$ cat config.mk
export PLATFORM = sky130hd
export DESIGN_NAME = pmr_enforcer
export DESIGN_NICKNAME = d
export VERILOG_FILES = /design/src/rtl/pmr_pkg.sv /design/src/rtl/pmr_cfg_regs.sv /design/src/rtl/pmr_region_match.sv /design/src/rtl/pmr_access_check.sv /design/src/rtl/pmr_enforcer.sv
export SDC_FILE = /design/constraint.sdc
export NUM_CORES = 1
export LEC_CHECK = 0
export BUFFER_PORTS_ARGS = -buffer_cell sky130_fd_sc_hd__buf_2
export CAP_MARGIN = 25
export CORE_UTILIZATION = 35
export DETAILED_ROUTE_END_ITERATION = 10
export PLACE_DENSITY_LB_ADDON = 0.3
export REMOVE_ABC_BUFFERS = 1
export SYNTH_ARGS = -nofsm -noshare
export SYNTH_HDL_FRONTEND = slang
export SYNTH_SLANG_ARGS = --single-unit
$ cat constraint.sdc
create_clock -name clk_i -period 2.5 [get_ports clk_i]
set_clock_uncertainty 0.15 [all_clocks]
set_input_delay 0.125 -clock clk_i [delete_from_list [all_inputs] [get_ports clk_i]]
set_output_delay 0.125 -clock clk_i [all_outputs]
set_load 0.02 [all_outputs]
$ cat src/rtl/pmr_pkg.sv
package pmr_pkg;
  typedef enum logic [1:0] {
    ACC_RD  = 2'd0,
    ACC_WR  = 2'd1,
    ACC_EX  = 2'd2,
    ACC_RSV = 2'd3
  } acc_type_e;

  typedef enum logic [1:0] {
    FLT_NONE     = 2'd0,
    FLT_WR_PROT  = 2'd1,
    FLT_EX_OUT   = 2'd2,
    FLT_CFG_LOCK = 2'd3
  } fault_e;
endpackage

$ cat src/rtl/pmr_cfg_regs.sv
module pmr_cfg_regs #(
  parameter int N_REG = 3,
  parameter int IDX_W = 2,
  parameter int PG_W  = 18
) (
  input  logic            clk_i,
  input  logic            rst_ni,
  input  logic            cfg_we_i,
  input  logic [IDX_W-1:0] cfg_idx_i,
  input  logic            cfg_lim_i,
  input  logic [PG_W-1:0] cfg_pg_i,
  input  logic            boot_done_i,
  output logic [PG_W-1:0] base_o [N_REG],
  output logic [PG_W-1:0] lim_o  [N_REG],
  output logic [N_REG-1:0] en_o,
  output logic            lock_o,
  output logic            cfg_lock_wr_o,
  output logic            cfg_err_o
);
  logic [PG_W-1:0] base_q [N_REG];
  logic [PG_W-1:0] lim_q  [N_REG];
  logic            lock_q, err_q, ovl;

  for (genvar g = 0; g < N_REG; g++) begin : g_reg
    logic sel;
    assign sel = cfg_we_i && !lock_q && (cfg_idx_i == IDX_W'(g));

    always_ff @(posedge clk_i or negedge rst_ni) begin
      if (!rst_ni) begin
        base_q[g] <= '0;
        lim_q[g]  <= '0;
      end else if (sel) begin
        if (cfg_lim_i) lim_q[g]  <= cfg_pg_i;
        else           base_q[g] <= cfg_pg_i;
      end
    end

    assign en_o[g]   = lim_q[g] > base_q[g];
    assign base_o[g] = base_q[g];
    assign lim_o[g]  = lim_q[g];

    AST_CFG_FROZEN: assert property (@(posedge clk_i) disable iff (!rst_ni)
      lock_q |=> ($stable(base_q[g]) && $stable(lim_q[g])));
  end

  // pairwise overlap of enabled regions, evaluated when the lock is taken
  always_comb begin
    ovl = 1'b0;
    for (int i = 0; i < N_REG; i++) begin
      for (int j = i + 1; j < N_REG; j++) begin
        if (en_o[i] && en_o[j] && (base_q[i] < lim_q[j]) && (base_q[j] < lim_q[i]))
          ovl = 1'b1;
      end
    end
  end

  assign cfg_lock_wr_o = cfg_we_i && lock_q;

  always_ff @(posedge clk_i or negedge rst_ni) begin
    if (!rst_ni) begin
      lock_q <= 1'b0;
      err_q  <= 1'b0;
    end else begin
      if (boot_done_i) lock_q <= 1'b1;
      err_q <= cfg_lock_wr_o || (boot_done_i && !lock_q && ovl);
    end
  end

  assign lock_o    = lock_q;
  assign cfg_err_o = err_q;

  AST_LOCK_STICKY: assert property (@(posedge clk_i) disable iff (!rst_ni)
    lock_q |=> lock_q);
  AST_LOCK_TAKEN: assert property (@(posedge clk_i) disable iff (!rst_ni)
    boot_done_i |=> lock_q);
endmodule

$ cat src/rtl/pmr_region_match.sv
module pmr_region_match #(
  parameter int N_REG = 3,
  parameter int IDX_W = 2,
  parameter int PG_W  = 18
) (
  input  logic             clk_i,
  input  logic             rst_ni,
  input  logic [PG_W-1:0]  base_i [N_REG],
  input  logic [PG_W-1:0]  lim_i  [N_REG],
  input  logic [N_REG-1:0] en_i,
  input  logic [PG_W-1:0]  pg_i,
  output logic             hit_any_o,
  output logic [IDX_W-1:0] first_idx_o
);
  logic [N_REG-1:0] hit, first_oh;

  for (genvar g = 0; g < N_REG; g++) begin : g_cmp
    assign hit[g] = en_i[g] && (pg_i >= base_i[g]) && (pg_i < lim_i[g]);
  end

  // isolate lowest set bit: lowest index wins on overlap
  assign first_oh  = hit & (~hit + N_REG'(1));
  assign hit_any_o = |hit;

  always_comb begin
    first_idx_o = '0;
    for (int i = N_REG - 1; i >= 0; i--) begin
      if (hit[i]) first_idx_o = IDX_W'(i);
    end
  end

  AST_FIRST_CONSISTENT: assert property (@(posedge clk_i) disable iff (!rst_ni)
    hit_any_o |-> (first_oh[first_idx_o] && $onehot0(first_oh)));
endmodule

$ cat src/rtl/pmr_access_check.sv
module pmr_access_check
  import pmr_pkg::*;
#(
  parameter int IDX_W = 2
) (
  input  logic             clk_i,
  input  logic             rst_ni,
  input  logic             acc_vld_i,
  input  logic [1:0]       acc_type_i,
  input  logic             acc_priv_i,
  input  logic [IDX_W-1:0] acc_src_i,
  input  logic             lock_i,
  input  logic             hit_any_i,
  input  logic [IDX_W-1:0] first_idx_i,
  input  logic             cfg_lock_wr_i,
  output logic             resp_vld_o,
  output logic             resp_deny_o,
  output logic [1:0]       resp_fault_o
);
  acc_type_e typ;
  fault_e    fault_d;
  logic      deny_d, vld_d, own_ok, ex_chk;
  logic      vld_q, deny_q;
  logic [1:0] fault_q;

  assign typ    = acc_type_e'(acc_type_i);
  assign own_ok = hit_any_i && (first_idx_i == acc_src_i);
  assign ex_chk = (acc_src_i == '0) ? acc_priv_i : 1'b1;
  assign vld_d  = acc_vld_i || cfg_lock_wr_i;

  always_comb begin
    deny_d  = 1'b0;
    fault_d = FLT_NONE;
    if (acc_vld_i) begin
      if (lock_i) begin
        case (typ)
          ACC_WR: if (hit_any_i) begin
            deny_d  = 1'b1;
            fault_d = FLT_WR_PROT;
          end
          ACC_EX: if (ex_chk && !own_ok) begin
            deny_d  = 1'b1;
            fault_d = FLT_EX_OUT;
          end
          default: ;
        endcase
      end
    end else if (cfg_lock_wr_i) begin
      deny_d  = 1'b1;
      fault_d = FLT_CFG_LOCK;
    end
  end

  always_ff @(posedge clk_i or negedge rst_ni) begin
    if (!rst_ni) begin
      vld_q   <= 1'b0;
      deny_q  <= 1'b0;
      fault_q <= 2'd0;
    end else begin
      vld_q   <= vld_d;
      deny_q  <= deny_d;
      fault_q <= fault_d;
    end
  end

  assign resp_vld_o   = vld_q;
  assign resp_deny_o  = deny_q;
  assign resp_fault_o = fault_q;

  AST_UNLOCKED_GRANT: assert property (@(posedge clk_i) disable iff (!rst_ni)
    (acc_vld_i && !lock_i) |=> (resp_vld_o && !resp_deny_o));
  AST_WR_PROT_DENY: assert property (@(posedge clk_i) disable iff (!rst_ni)
    (acc_vld_i && lock_i && typ == ACC_WR && hit_any_i) |=> (resp_deny_o && resp_fault_o == 2'd1));
  AST_EX_FOREIGN_DENY: assert property (@(posedge clk_i) disable iff (!rst_ni)
    (acc_vld_i && lock_i && typ == ACC_EX && acc_src_i != '0 && !own_ok) |=> (resp_fault_o == 2'd2));
  AST_READ_GRANT: assert property (@(posedge clk_i) disable iff (!rst_ni)
    (acc_vld_i && (typ == ACC_RD || typ == ACC_RSV)) |=> (resp_vld_o && !resp_deny_o));
  AST_FAULT_MATCH: assert property (@(posedge clk_i) disable iff (!rst_ni)
    resp_vld_o |-> (resp_deny_o == (resp_fault_o != 2'd0)));
endmodule

$ cat src/rtl/pmr_enforcer.sv
module pmr_enforcer #(
  parameter int ADDR_W = 32,
  parameter int GRAN_W = 14,
  parameter int N_CP   = 2,
  localparam int N_REG = N_CP + 1,
  localparam int IDX_W = (N_REG > 1) ? $clog2(N_REG) : 1,
  localparam int PG_W  = ADDR_W - GRAN_W
) (
  input  logic              clk_i,
  input  logic              rst_ni,
  input  logic              cfg_we_i,
  input  logic [IDX_W-1:0]  cfg_idx_i,
  input  logic              cfg_lim_i,
  input  logic [PG_W-1:0]   cfg_pg_i,
  input  logic              boot_done_i,
  input  logic              acc_vld_i,
  input  logic [ADDR_W-1:0] acc_addr_i,
  input  logic [1:0]        acc_type_i,
  input  logic              acc_priv_i,
  input  logic [IDX_W-1:0]  acc_src_i,
  output logic              resp_vld_o,
  output logic              resp_deny_o,
  output logic [1:0]        resp_fault_o,
  output logic              cfg_err_o,
  output logic              lock_o
);
  logic [PG_W-1:0]  base [N_REG];
  logic [PG_W-1:0]  lim  [N_REG];
  logic [N_REG-1:0] en;
  logic             lock, cfg_lock_wr, hit_any;
  logic [IDX_W-1:0] first_idx;
  logic [PG_W-1:0]  acc_pg;
  logic             unused_lo;

  assign acc_pg    = acc_addr_i[ADDR_W-1:GRAN_W];
  assign unused_lo = ^acc_addr_i[GRAN_W-1:0];

  pmr_cfg_regs #(.N_REG(N_REG), .IDX_W(IDX_W), .PG_W(PG_W)) u_cfg (
    .clk_i, .rst_ni, .cfg_we_i, .cfg_idx_i, .cfg_lim_i, .cfg_pg_i, .boot_done_i,
    .base_o(base), .lim_o(lim), .en_o(en), .lock_o(lock),
    .cfg_lock_wr_o(cfg_lock_wr), .cfg_err_o(cfg_err_o)
  );

  pmr_region_match #(.N_REG(N_REG), .IDX_W(IDX_W), .PG_W(PG_W)) u_match (
    .clk_i, .rst_ni, .base_i(base), .lim_i(lim), .en_i(en), .pg_i(acc_pg),
    .hit_any_o(hit_any), .first_idx_o(first_idx)
  );

  pmr_access_check #(.IDX_W(IDX_W)) u_chk (
    .clk_i, .rst_ni, .acc_vld_i, .acc_type_i, .acc_priv_i, .acc_src_i,
    .lock_i(lock), .hit_any_i(hit_any), .first_idx_i(first_idx),
    .cfg_lock_wr_i(cfg_lock_wr),
    .resp_vld_o, .resp_deny_o, .resp_fault_o
  );

  assign lock_o = lock;

  AST_LOCKED_CFG_FLAG: assert property (@(posedge clk_i) disable iff (!rst_ni)
    (cfg_we_i && lock_o) |=> cfg_err_o);
  AST_IDLE_QUIET: assert property (@(posedge clk_i) disable iff (!rst_ni)
    (!acc_vld_i && !cfg_we_i) |=> (!resp_vld_o && !resp_deny_o));
endmodule

==> results of run 1 <==
[logic make-up after synthesis]
group | after synthesis
buf+inv | 131
simple gates | 221
compound gates | 284
fa+ha+maj | 263
mux | 57
flops | 114
[layer usage]
layer / up-vias / routed length (microns) / part of all wire, %
met5: - / 0 / 0
met4: 0 / 1320 / 3.9
met3: 72 / 1330 / 3.9
met2: 219 / 15800 / 46
met1: 4487 / 15800 / 46
li1: 4589 / - / -
[sequential cells by signal, summed over array words and instances, names as in the netlist]
name and flops:
u_chk.resp_vld_o 1, u_cfg.cfg_err_o 1, u_cfg.lock_o 1, u_cfg.lim_o 54
u_chk.resp_deny_o 1, u_chk.resp_fault_o 2, u_cfg.base_o 54
[critical path, cell delays in order (launching register included)]
cell,delay (ns)
sky130_fd_sc_hd__dfrtp_1,0.39
sky130_fd_sc_hd__inv_2,0.09
sky130_fd_sc_hd__buf_6,0.11
sky130_fd_sc_hd__ha_4,0.19
sky130_fd_sc_hd__a21oi_2,0.13
sky130_fd_sc_hd__o21ai_2,0.08
sky130_fd_sc_hd__o21bai_4,0.18
sky130_fd_sc_hd__o311ai_4,0.36
sky130_fd_sc_hd__a21oi_2,0.11
sky130_fd_sc_hd__and2_4,0.17
sky130_fd_sc_hd__o32ai_2,0.28
sky130_fd_sc_hd__o32ai_2,0.12
sky130_fd_sc_hd__a31o_1,0.20
[cell usage in the layout, fill, tap and decap left out, types with 3 or more instances in the layout]
cell                              n
sky130_fd_sc_hd__a211oi_1         6
sky130_fd_sc_hd__o21ai_0         71
sky130_fd_sc_hd__ha_4            10
sky130_fd_sc_hd__clkbuf_1         3
sky130_fd_sc_hd__o211ai_1         5
sky130_fd_sc_hd__o2111ai_1        4
sky130_fd_sc_hd__mux2_2          57
sky130_fd_sc_hd__a221oi_1         3
sky130_fd_sc_hd__nand4_1         35
sky130_fd_sc_hd__a21oi_2         13
sky130_fd_sc_hd__o21a_1           6
sky130_fd_sc_hd__o21ai_2          3
sky130_fd_sc_hd__ha_1           253
sky130_fd_sc_hd__buf_4          243
sky130_fd_sc_hd__nand2b_1        17
sky130_fd_sc_hd__a211o_1          5
sky130_fd_sc_hd__nor2b_1         11
sky130_fd_sc_hd__a211oi_2         5
sky130_fd_sc_hd__nor2_1          23
sky130_fd_sc_hd__a21oi_1         68
sky130_fd_sc_hd__nand2_1         91
sky130_fd_sc_hd__inv_1          103
sky130_fd_sc_hd__clkinv_2         3
sky130_fd_sc_hd__nand3_1         15
sky130_fd_sc_hd__inv_2           14
sky130_fd_sc_hd__dfrtp_1        113
sky130_fd_sc_hd__clkbuf_16       17
sky130_fd_sc_hd__a21o_1          48
sky130_fd_sc_hd__o21ai_1         15
sky130_fd_sc_hd__nor4_1           4
sky130_fd_sc_hd__clkbuf_8         5
sky130_fd_sc_hd__buf_2           53
sky130_fd_sc_hd__a31oi_1          5
sky130_fd_sc_hd__dlygate4sd3_1   25
[per-stage QoR]
step / utilization (%) / hold slack (ns) / power, W
2_1_floorplan: - / -0.321 / 0.00270
5_1_grt: 48.5 / 0.0444 / 0.00633
3_5_place_dp: 44.2 / 0.135 / 0.00342
4_1_cts: 48.0 / 0.0356 / 0.00603
6_report: 48.5 / 0.0375 / 0.00604
3_3_place_gp: 44.2 / 0.136 / 0.00338
[worst max-delay path by stage]
stage                      from  slack, ns                 to
2_1_floorplan      u_cfg.lock_o      -0.10   u_cfg.base_o[18]
3_3_place_gp   u_cfg.base_o[26]      -0.33  u_chk.resp_deny_o
3_5_place_dp   u_cfg.base_o[26]      -0.43  u_chk.resp_deny_o
4_1_cts        u_cfg.base_o[43]      -0.14  u_chk.resp_deny_o
5_1_grt        u_cfg.base_o[25]      -0.24  u_chk.resp_deny_o
6_report       u_cfg.base_o[43]      -0.17  u_chk.resp_deny_o
[repair_timing]
| item | CTS | global route |
|---|---|---|
| hold buffers | 25 | 0 |
| resized for setup | 46 | 26 |
| pin swaps | 22 | 15 |
| endpoints found under the hold margin | 228 | 0 |
| setup endpoints to repair | 4 | 4 |
| buffers inserted | 7 | 4 |
[power by group through the flow]
| stage | logic, W | registers, W | clock network [W] |
|---|---|---|---|
| 3_5_place_dp | 0.00139 | 0.00203 | 0 |
| 6_report | 0.00152 | 0.00200 | 0.00252 |
| 5_1_grt | 0.00170 | 0.00201 | 0.00262 |
| 2_1_floorplan | 0.000672 | 0.00203 | 0 |
| 4_1_cts | 0.00148 | 0.00200 | 0.00255 |
| 3_3_place_gp | 0.00135 | 0.00202 | 0 |
[area by class of cell]
type / count / area [sq um] / area share [%]
sequential: 114 / 2850 / 20.5
inverter: 117 / 439 / 3.15
timing repair buffer: 324 / 2390 / 17.2
clock inverter: 5 / 75.1 / 0.539
clock buffer: 25 / 505 / 3.63
tap: 384 / 480 / 3.45
multi-input combinational: 825 / 7180 / 51.6
==> results.md, run 1 <==
- The final reports fail on negative setup slack.
- The via count of the first global-routing pass is 9727.
- The most repeated cell in the gate-level netlist after synthesis is sky130_fd_sc_hd__ha_1.
- Counting flops and latches in the post-synthesis netlist gives between 100 and 150.
- The total die area is 29800 sq um.
- The most used routing layer in global routing is met2.
- Timing analysis after detailed placement gives a worst setup slack of -0.435 ns.
- The netlist area before placement is 10200 sq um.
- The adder and majority gate portion of the synthesized area is between 30% and 40%.
- After synthesis, the largest family of logic cells by area is adder cells.
- In this run, the combinational gates consume 25.2% of the power.
- Counting cells, the worst reg-to-reg path comes to 12.
- The synthesized netlist devotes 0% of its cell area to XOR and XNOR gates.
- The startpoint of the worst-slack reg-to-reg timing path is u_cfg.base_o[43].
- For this run, global-route usage on met1 was measured as a little under a third.
- The period utilization is 107%.
- The reg-to-reg setup timing slack is -0.17 ns.
- The final layout contains 1725 nets.
- Along the worst hold path, the cell count comes to 4.
- Sorting the synthesized cells by area gives the leading types as sky130_fd_sc_hd__ha_1 32%, sky130_fd_sc_hd__dfrtp_1 28%, sky130_fd_sc_hd__mux2_2 6.3%.
- For this run, the register share of the synthesized area comes to 28.0%.
- The final setup violation count is 4.
- The clock network latency to the later pin of the worst-skew pair is approximately 0.45 ns.
- The number of remaining DRC errors is 0.
- The critical setup path kind is reg -> reg.
- The global routing met2 resource utilization is 39.2%.
- In this run switching power makes up 29.6% of total power.
- In the synthesized netlist, the number of instances is about 1100.
- The worst vdd rail ir drop is 0.000488 V.
- The final max-slew violation count was 0.
- The horizontal die dimension is 173 microns.
- The floorplan row count is 62.
- Routability-driven placement finished with a final weighted congestion of just over 0.9.
- The number of buffers created by CTS is 17.
- The CTS tree is done.
- The total of warnings raised by yosys is 0.
- STA puts the critical path data required time at 2.68 ns.
- The endpoint of the worst register-to-register path is u_chk.resp_deny_o.
- After routing the design area is 13900 sq um.
- In this run, placement finished with an instance count of 1728.
- The pre-antenna-repair detailed-routing pass consisted of 7 iterations.
- The cell area after placement is 12700 sq um.
- The finished layout holds ~1800 standard cells, fillers aside.
- Detailed placement finished with a half-perimeter wire length of 27200 microns.
- The I/O pin total is 69.
- For the pin with the worst max-slew slack, the measured transition is 0.885 ns.
- The iteration-0 DRC count of the detailed router is 590.
- In this run the worst hold path is classified as in -> reg.
- The placeable core region is 28700 sq um.
- The floorplan step set the die height to 173 microns.
- The tightest slew margin relative to the limit is 41.0%.
- STA puts the critical path data arrival time at 2.85 ns.
- The type of destination of the critical path is a flop.
- The number of clock sinks is 114.
- Sequential cells account for 33.1% of the total power.
- The area growth from synthesis to layout is 36.5%.
- The power spent charging and discharging nets is 0.00179 W.
- Entering global routing, the biggest net connects 115 pins.
- The achievable frequency is between 0.3 and 0.4 GHz.
- The final routed wirelength across all metal layers is approximately 34000 microns.
- The setup TNS is -0.253 ns.
- In the final routed layout, each cell accounts on average for roughly 19 microns.
- The sink of the worst hold path is u_chk.resp_deny_o.
- The filler cell count in the final layout is 2727.
- After synthesis, the most frequently instantiated cells are 263 x sky130_fd_sc_hd__ha_1, 117 x sky130_fd_sc_hd__inv_1, 114 x sky130_fd_sc_hd__dfrtp_1, 91 x sky130_fd_sc_hd__nand2_1, 80 x sky130_fd_sc_hd__a21oi_1.
- The share of cell area taken by muxes after synthesis is ~6.3%.
- The setup slack of the critical path after layout is -0.173 ns.
- For this run, the leading register cell type out of synthesis is sky130_fd_sc_hd__dfrtp_1.
- Summed over all cells, the static leakage comes to 7.01 nW.
- Summed over all instances, the cell type with the most area after synthesis is sky130_fd_sc_hd__ha_1.
- The maximum buffer depth of the clock tree is 2.
- The minimum period implied by the final worst setup slack is ~2.7 ns.
- The post-route netlist has about a third of its cells at a drive strength greater than 1.
- Dividing the synthesized area by the synthesized cell count gives 9.53 sq um.
- The power per unit of standard cell area is 433 nW/um^2.
- In this run the most critical hold path is launched from acc_type_i[1].
- The count of max-cap constraint violations is 0.
- The count of nets left with antenna violations once routing finished came out at 0.
- Summing over every cut layer, the via total after detailed routing is 9367.
- Summing the areas of all compound-gate instances in the mapped netlist gives 17.7% of the synthesized area.
- The number of hold-slack violations in the final timing report is 0.
- The startpoint type of the worst setup path is a flop.
- The antenna diode count is 0.
- The number of antenna violations at the first check in global routing came to 1.
- The met3 track demand over resource in global routing is about 3.8%.
- The first global-routing pass estimated around 54000 microns of wire.
- CTS built an H-tree with a depth of 4.
- The count of buffers added on input and output ports is 54.
- The run finished, with violations left.
- The initial utilization of the core area, before any placement, comes to 35.5%.
- The tree is rooted in a sky130_fd_sc_hd__clkbuf_16.
- The portion of total power attributed to the clock network is 41.7%.
- Of the post-synthesis cell area, the dominant cell type holds between 30% and 40%.
- The clock transition time at the flip-flop clock pins of the worst setup and hold paths is 0.06 ns.
- The number of different library cells in the post-synthesis netlist is 56.
- The internal power of the cells totals 0.00425 W.
- Across every metal layer, demand over resource in global routing totals a little under a quarter.
- The number of enable flip-flop cells after synthesis is 0.
- For this run, asynchronously set or reset flops after synthesis account for between 90% and 100%.
- After detailed routing, the number of vias per cell comes to 5.22.
- Of all nets on the critical path, the largest fanout is 2.
- Setup repair after global routing could not meet its margin everywhere.
- Global routing finished with a remaining overflow of 0.
- The fraction of the mapped netlist area in simple logic gates is 11.0%.
Note: power is estimated with default switching activity, not from simulation.
==> inputs of run 2 (changes only) <==
Settings changed: CORE_UTILIZATION 35 to 57.
==> results.md, run 2 (synthesized netlist as in run 1, its figures left out) <==
- For the worst setup path, the data required time is 2.67 ns.
- Summed over all cells, the static leakage comes to around 7.0 nW.
- At the end of the flow, the number of nets in the layout was 1715.
- The minimum period implied by the final worst setup slack is 2.77 ns.
- The minimum setup slack after placement is -0.398 ns.
- The horizontal die dimension is 136 microns.
- For this run, design rule violations remaining after detail routing come to 0.
- The power per unit of standard cell area is roughly 440 nW/um^2.
- The filler cell count in the final layout is 1043.
- Dividing the detail-routed wire length by the instance count gives 22.8 microns.
- The final setup violation count is 4.
- By instance count, the cell type seen most on the critical path is sky130_fd_sc_hd__a21oi_2.
- Derived from the worst setup path, the maximum achievable clock frequency is 0.361 GHz.
- The critical path contains buffers and inverters numbering 2 combined.
- Clock tree synthesis selected as its root buffer the cell sky130_fd_sc_hd__clkbuf_16.
- The startpoint type of the worst setup path is a flop.
- The setup slack of the critical path after layout is -0.272 ns.
- For this run, the detailed router's first-pass iteration total came to 5.
- The checks that failed: negative setup slack.
- The I/O pin total is 69.
- At the pin with the least slew margin, the transition time is 0.646 ns.
- The largest driver fanout on the critical path is 2.
- The floorplan row count is 48.
- The number of buffers created by CTS is 17.
- The run finished, with violations left.
- Across the run, the number of max-cap violations was 0.
- The share of post-route cells with drive strength above 1 is 36.4%.
- The flip-flop and latch area is 2850 sq um.
- The floorplan step defined a core boundary enclosing 17400 sq um.
- The maximum buffer depth of the clock tree is 2.
- The maximum level of the CTS H-tree is 4.
- The antenna diode count is 0.
- The kind of cell adding the most delay to the critical path is compound AO/OA/AOI/OAI gates.
- The filler-free cell count of the finished design is 1627.
- Entering global routing, the biggest net connects 45 pins.
- For this run the aggregate overflow at the end of global routing stands at 0.
- The type of destination of the critical path is a flop.
- Relative to the synthesized area, the layout overhead comes to 38.9%.
- For this run, the share of the core covered by cells in the final layout is around four fifths.
- The number of hold-slack violations in the final timing report came to 0.
- IR analysis of the VDD net gives a maximum drop of 0.000680 V.
- Leaving out fill and tap cells, the most frequent cell in the layout is sky130_fd_sc_hd__ha_1.
- The worst endpoint data arrival time is about 3.0 ns.
- Among all stages on the critical path, the largest delay is contributed by sky130_fd_sc_hd__dfrtp_1.
- The number of antenna violations at the first check in global routing came to 0.
- In this run the tool buffered the top-level ports with 54 buffer cells.
- The final critical path takes up 111% of the cycle.
- The routed layout has 10200 vias.
- Routability-driven placement finished with a final weighted congestion of 0.997.
- The cell total after placement is around 1500.
- The global-route usage over all layers is 38.6%.
- The post-route antenna net violation count is 0.
- The first-pass GRT wire length is 52400 microns.
- The die span in y is ~140 microns.
- The mean number of vias per cell is between 6 and 7.
- The iteration-0 DRC count of the detailed router is 740.
- The kind of path behind the tightest hold check is in -> reg.
- The effective utilization at floorplan is 58.6%.
- The detailed placement HPWL is 26300 microns.
- The tree built by TritonCTS fans out to 114 sinks.
- The final max-slew violation count is 0.
- After clock tree synthesis, the clock-pin slew on the worst setup and hold paths is about 0.060 ns.
- The final routed wirelength across all metal layers is 37100 microns.
- Summing all multi-input logic gate instances after layout gives approximately 7600 sq um.
- The CTS tree is done.
- The total die area is 18400 sq um.
- Traced cell by cell, the critical path runs through inv_1, buf_4, ha_1, a21oi_2, o21ai_2, o21bai_4, o311ai_4, a21oi_2, and2_4, nor4b_4, o32ai_2, a31o_1.
- Setup repair after global routing could not meet its margin everywhere.
- The tightest slew margin relative to the limit is 56.9%.
- The via count of the first global-routing pass is 10000.
- In the layout the commonest cells are 234 x sky130_fd_sc_hd__ha_1, 225 x sky130_fd_sc_hd__buf_4, 113 x sky130_fd_sc_hd__dfrtp_1.
- The clock reaches the later pin of the worst-skew pair after 0.44 ns.
- The critical setup path kind is reg -> reg.
- For this run, the slowest stage of the critical path takes 0.36 ns.
run 2: layer usage:
metal	vias up	GRT usage (%)	wire, microns
met2	489	68.4	18200
li1	4589	-	-
met1	4928	44.8	14100
met3	164	6.55	2620
met4	0	18.4	2230
met5	-	0	0
run 2: area by class of cell:
| class | instances | area share, % |
|---|---|---|
| Clock inverter | 15 | 1.29 |
| Multi-Input combinational cell | 825 | 53.7 |
| Inverter | 117 | 3.15 |
| Sequential cell | 114 | 20.1 |
| Timing Repair Buffer | 314 | 16.7 |
| Tap cell | 225 | 1.99 |
| Clock buffer | 17 | 3.00 |
run 2: through the flow:
step	hold slack, ns	cell area, sq um	total power, W	setup TNS, ns
after CTS	0.0227	13500	0.00603	-0.152
after floorplan	-0.321	10100	0.00270	-0.265
final	0.0298	14200	0.00625	-0.544
after global routing	0.0346	14200	0.00647	-0.968
after global placement	0.0244	12400	0.00333	-0.733
after detailed placement	0.0298	12400	0.00337	-0.878
run 2: timing repair:
action / 4_1_cts / 5_1_grt
endpoints found under the setup margin: 4 / 4
hold endpoints to repair: 155 / 0
resized for setup: 42 / 104
hold buffers: 23 / 0
pin swaps: 25 / 51
buffers inserted: 8 / 19
run 2: power breakdown:
| group | internal [W] | switching [W] | leakage, nW |
|---|---|---|---|
| Clock | 0.00158 | 0.00104 | 0.287 |
| Sequential | 0.00193 | 0.0000692 | 1.33 |
| Combinational | 0.000760 | 0.000872 | 5.37 |
run 2: path summary, 6_finish.rpt:
kind	start	to	slack, ns	depth (start not counted)
min in group asynchronous	rst_ni	u_cfg.lim_o[15]	0.11	2
max in group asynchronous	rst_ni	u_cfg.base_o[39]	1.33	3
max	u_cfg.base_o[44]	u_chk.resp_deny_o	-0.27	12
max reg2reg	u_cfg.base_o[44]	u_chk.resp_deny_o	-0.27	12
min	acc_type_i[1]	u_chk.resp_fault_o[1]	0.03	5
min reg2reg	u_cfg.lim_o[20]	u_cfg.lim_o[20]	0.39	1
run 2: tightest hold or removal path: cells and delay by family:
kind | cells | cell delay (ns)
adder cells (fa/ha/maj) | 1 | 0.12
AND/OR/NAND/NOR | 2 | 0.13
AO/OA/AOI/OAI | 1 | 0.10
buffers and inverters | 1 | 0.09
